## config.mk

```make
export PLATFORM = sky130hd
export DESIGN_NAME = stimer_cmp_unit
export DESIGN_NICKNAME = d
export VERILOG_FILES = /design/src/rtl/stimer_pkg.sv /design/src/rtl/stimer_cmp_lane.sv /design/src/rtl/stimer_access_chk.sv /design/src/rtl/stimer_cmp_unit.sv
export SDC_FILE = /design/constraint.sdc
export NUM_CORES = 1
export LEC_CHECK = 0
export BUFFER_PORTS_ARGS = -buffer_cell sky130_fd_sc_hd__buf_2
export CAP_MARGIN = 5
export CORE_UTILIZATION = 56
export CTS_CLUSTER_SIZE = 24
export DETAILED_ROUTE_END_ITERATION = 12
export PLACE_DENSITY = 0.91
export SYNTH_ARGS = -nofsm -noshare
export SYNTH_HDL_FRONTEND = slang
export SYNTH_SLANG_ARGS = --single-unit
```

## constraint.sdc

```tcl
create_clock -name clk -period 9.2 [get_ports clk]
set_input_delay 1.84 -clock clk [delete_from_list [all_inputs] [get_ports clk]]
set_output_delay 1.84 -clock clk [all_outputs]
set_load 0.03 [all_outputs]
```

## src/rtl/stimer_pkg.sv

```systemverilog
package stimer_pkg;
  typedef logic [1:0] priv_t;
  localparam priv_t PRIV_M = 2'b11;

  typedef struct packed {
    logic illegal;
    logic virt;
  } fault_t;
endpackage

```

## src/rtl/stimer_cmp_lane.sv

```systemverilog
// One compare register plus its comparator; compares against the value
// about to be stored so a write is reflected on the same edge.
module stimer_cmp_lane #(
  parameter int TW = 64
) (
  input  logic          clk,
  input  logic          rst,
  input  logic          wr_en,
  input  logic [TW-1:0] wr_data,
  input  logic [TW-1:0] cur_time,
  output logic          hit
);
  logic [TW-1:0] cmp_q, cmp_nx;

  assign cmp_nx = wr_en ? wr_data : cmp_q;
  assign hit    = (cur_time >= cmp_nx);

  always_ff @(posedge clk) begin
    if (rst) cmp_q <= '1;
    else     cmp_q <= cmp_nx;
  end
endmodule

```

## src/rtl/stimer_access_chk.sv

```systemverilog
// Access permission for compare registers, registered.
module stimer_access_chk
  import stimer_pkg::*;
(
  input  logic   clk,
  input  logic   rst,
  input  logic   acc_valid,
  input  priv_t  priv,
  input  logic   virt,
  input  logic   menv_tce,
  input  logic   henv_tce,
  output fault_t fault_q
);
  fault_t fault_nx;
  logic   below_m;

  always_comb begin
    below_m          = (priv != PRIV_M);
    fault_nx.illegal = acc_valid && below_m && !menv_tce;
    fault_nx.virt    = acc_valid && below_m && menv_tce && !henv_tce && virt;
  end

  always_ff @(posedge clk) begin
    if (rst) fault_q <= '0;
    else     fault_q <= fault_nx;
  end
endmodule

```

## src/rtl/stimer_cmp_unit.sv

```systemverilog
module stimer_cmp_unit #(
  parameter int TW = 64
) (
  input  logic          clk,
  input  logic          rst,
  input  logic [TW-1:0] time_in,
  input  logic          delta_wr_en,
  input  logic [TW-1:0] delta_wr_data,
  input  logic          scmp_wr_en,
  input  logic [TW-1:0] scmp_wr_data,
  input  logic          vscmp_wr_en,
  input  logic [TW-1:0] vscmp_wr_data,
  input  logic          menv_tce,
  input  logic          henv_tce,
  input  logic          virt,
  input  logic [1:0]    priv,
  input  logic          acc_valid,
  input  logic          sw_pend_wr_en,
  input  logic          sw_pend_wr_val,
  output logic          stip,
  output logic          vstip,
  output logic [TW-1:0] time_rd,
  output logic          fault_illegal,
  output logic          fault_virtual
);
  import stimer_pkg::*;

  localparam int NLANE = 2;
  localparam int LANE_S = 0;
  localparam int LANE_V = 1;

  logic [TW-1:0]    delta_q, delta_nx, guest_now;
  logic [TW-1:0]    lane_time [NLANE];
  logic [NLANE-1:0] lane_we;
  logic [TW-1:0]    lane_wd   [NLANE];
  logic [NLANE-1:0] lane_hit;
  logic             sw_stip_q, sw_stip_nx, sw_take;
  logic             stip_q, vstip_q;
  logic [TW-1:0]    time_rd_q;
  fault_t           fault_q;

  // guest time uses the offset value being stored this edge
  assign delta_nx  = delta_wr_en ? delta_wr_data : delta_q;
  assign guest_now = time_in + delta_nx;

  assign lane_time[LANE_S] = time_in;
  assign lane_we[LANE_S]   = scmp_wr_en;
  assign lane_wd[LANE_S]   = scmp_wr_data;
  assign lane_time[LANE_V] = guest_now;
  assign lane_we[LANE_V]   = vscmp_wr_en;
  assign lane_wd[LANE_V]   = vscmp_wr_data;

  for (genvar g = 0; g < NLANE; g++) begin : g_lane
    stimer_cmp_lane #(.TW(TW)) u_lane (
      .clk      (clk),
      .rst      (rst),
      .wr_en    (lane_we[g]),
      .wr_data  (lane_wd[g]),
      .cur_time (lane_time[g]),
      .hit      (lane_hit[g])
    );
  end

  // software path to the pending bit is only open while the compare is off
  assign sw_take    = sw_pend_wr_en && !menv_tce;
  assign sw_stip_nx = sw_take ? sw_pend_wr_val : sw_stip_q;

  always_ff @(posedge clk) begin
    if (rst) begin
      delta_q   <= '0;
      sw_stip_q <= 1'b0;
      stip_q    <= 1'b0;
      vstip_q   <= 1'b0;
      time_rd_q <= '0;
    end else begin
      delta_q   <= delta_nx;
      sw_stip_q <= sw_stip_nx;
      stip_q    <= menv_tce ? lane_hit[LANE_S] : sw_stip_nx;
      vstip_q   <= lane_hit[LANE_V];
      time_rd_q <= virt ? guest_now : time_in;
    end
  end

  stimer_access_chk u_acc (
    .clk       (clk),
    .rst       (rst),
    .acc_valid (acc_valid),
    .priv      (priv),
    .virt      (virt),
    .menv_tce  (menv_tce),
    .henv_tce  (henv_tce),
    .fault_q   (fault_q)
  );

  assign stip          = stip_q;
  assign vstip         = vstip_q;
  assign time_rd       = time_rd_q;
  assign fault_illegal = fault_q.illegal;
  assign fault_virtual = fault_q.virt;
endmodule

```

==> results.toml <==
[status]
run_status = "complete, no violations"

[logic_synthesis]
syn_nets = 2240
synth_top_flop_cell = "dfxtp_1"
synth_top_area_cell = "dfxtp_1"
synth_async_sr_flop_share_pct = 0
synth_area_um2 = 16540
synth_cell_types = 75
synth.area.top_cells = "dfxtp_1, ha_1, mux2i_1"
yosysTopAreaCellShare_pct = 31.60
yosysWarnings = 0
yosysSeqAreaShare_pct = 31.60
syn_area_per_cell_um2 = 9.296
ys_ff_latch = 261
synth_edf_count = 0
syn_inst = 1779

[clock_network]
h-tree-depth = 1
cts.repair.resized = 0
cts_setup_buffers = 0
root_buffer = "clkbuf_16"
insertion_delay_ps = 550
cts_made_buffers = 28
cts.sinks = 261
clk_pin_slew_ps = 70
cts_hold_buf = 0
cts_buffer_depth = 3
cts_tree = "done"

[detailed_routing]
routed_wl_um = 50130
route.detailed.drc = 0
num_vias = 14620
firstDrtPassIters = 5
wire_per_inst_um = 20.27
ant_nets = 0
drt_iter0_markers = 895
avgViaCountPerCell = 5.912

[power]
p_leak_nw = 9.611
swShare_pct = 32.62
internal-power_mw = 2.395
p_clk_share_pct = 34.0
p_switching_mw = 1.160
peakVddDrop_mv = 0.1568
power_density_nw_per_um2 = 183.0
combPwrFrac_pct = 31.2
finalPower_mw = 3.554
pwr-share-seq_pct = 34.8

[flow_run]
timing.max_cap.violations = 0

[worst_setup_path]
cp-startpoint = "delta_wr_en"
reg2reg_from = "delta_q[1]"
crit_path_end_kind = "flip-flop"
rr_worst_depth = 23
cp_max_fo = 29
crit_required_ps = 9630
setup.worst_path.class = "primary input to flip-flop"
cp_data_arrival_time_ps = 7690
crit_path_start_kind = "primary input"

[die]
coreArea_um2 = 28860
row_count = 62
dieArea_um2 = 30220
die_h_um = 173.8
initial_core_util_pct = 57.31
ioPinCount = 337
die_w_um = 173.8

[finish]
layout_commonest_cell = "buf_2"
fillers = 2241
area_growth_pct = 17.45
layout-drive-gt1-share_pct = 22.59
final_cell_mix = "buf_2, dfxtp_1, ha_1"
postLayoutCoreUtil_pct = 67.31
final_nets = 2521
final_cells = 2473

[placed_design]
gp_congestion = 0.9940
dpl.hpwl_um = 38810
port_buffers = 336
placed_cells = 2414

[sta]
min_period_ps = 7260
clock.fmax_mhz = 137.7
setup_violations = 0
finalCritPeriodShare_pct = 78.91
clock_skew_ps = 15.78
finalHoldViolCount = 0
slew_headroom_pct = 44.54
drv_slew = 0
max_slew.worst_pin.slew_ps = 831.8
rsz0062_at_grt = "false"
finalSetupTns_ps = 0

[worst_hold_path]
min_path_type = "flip-flop to flip-flop"
hold_path_depth = 2
hp-start = "g_lane[1].u_lane.cmp_q[20]"

[global_routing]
grt_pass1_vias = 14730
antenna_found_initial = 9
grt_max_degree = 129
grt_util_all_layers_pct = 32.20
grt_pass1_wl_um = 77870
grt_overflow_total = 0
registers in the layout, indices dropped and copies added, names as in the netlist:
register	count
g_lane.u_lane.cmp_q	128
u_acc.fault_q	2
time_rd	64
delta_q	64
sw_stip_q	1
stip	1
vstip	1
layout make-up:
class	instances	area [µm²]	share of cell area [%]
antenna	8	20.02	0.1031
clock buffer	39	823.3	4.239
clock inverter	12	170.2	0.8761
inverter	29	108.9	0.5604
multi-input combinational	1397	10850	55.85
sequential	261	5225	26.90
tap	384	480.5	2.474
timing repair buffer	343	1748	8.999
synthesized netlist by cell type, types with 14 or more instances:
library cell and count:
dfxtp_1 261, ha_1 191, o21ai_0 44, mux2i_1 174, clkbuf_1 75, a211oi_1 15
buf_1 14, xnor2_1 39, mux2_2 64, nor2_1 104, xor2_1 20, nand4_1 48
nand3_1 15, nand2b_1 145, inv_1 27, nand2_1 68, nor2b_1 78, o21bai_1 20
a21o_1 100, a21oi_1 112
power groups by stage:
stage | Combinational [mW] | Sequential (mW) | Clock, mW
global placement | 1.04 | 1.26 | 0
global route | 1.20 | 1.24 | 1.27
finish | 1.11 | 1.24 | 1.21
CTS | 1.09 | 1.24 | 1.22
floorplan | 0.682 | 1.33 | 0
detailed placement | 1.08 | 1.26 | 0
stage by stage:
stage               cell area, µm²  worst slack, ps  hold slack [ps]
finish                       19420             1940            483.1
global route                 19420             1584            507.3
CTS                          19400             2001            486.8
detailed placement           18410             1446            467.2
global placement             18410             1643            460.4
floorplan                    16540             2137            447.8
routing by layer:
metal | global-route usage [%] | vias up | wire (µm)
met5 | 0 | - | 13
met4 | 13.23 | 2 | 2158
met2 | 54.43 | 581 | 23320
li1 | - | 6988 | -
met3 | 4.868 | 148 | 2963
met1 | 40.87 | 6902 | 21680
cell families (layout without fill, tap and decap cells):
group / count (synthesis) / in the layout / synth area share (%)
AO/OA/AOI/OAI: 379 / 379 / 15.31
XOR/XNOR: 59 / 59 / 3.125
adder cells (fa/ha/maj): 192 / 192 / 14.57
buffers and inverters: 121 / 423 / 2.807
flip-flops: 261 / 261 / 31.60
multiplexers: 238 / 238 / 14.89
other: 0 / 8 / 0
AND/OR/NAND/NOR: 529 / 529 / 17.70
worst paths after layout:
path / slack, ps / end
max reg2reg: 3590 / vstip
min: 480 / g_lane[1].u_lane.cmp_q[20]
max: 1940 / vstip
min reg2reg: 480 / g_lane[1].u_lane.cmp_q[20]
worst max-delay path, stage by stage:
cell and delay, ps:
buf_2 310, buf_4 430, mux2_2 410, ha_1 420, and2_1 210, o2111ai_1 160
a211oi_1 590, nand4_1 150, and3_1 300, o41ai_2 570, a21o_1 200, xnor2_1 120
ha_1 260, a21o_1 180, a21o_1 160, a21o_1 160, a21o_1 170, a21o_1 170
a21o_1 170, a21oi_1 190, o22ai_1 100, a211oi_1 280, o41ai_1 110
No activity file was read; power rests on OpenSTA's default activity.
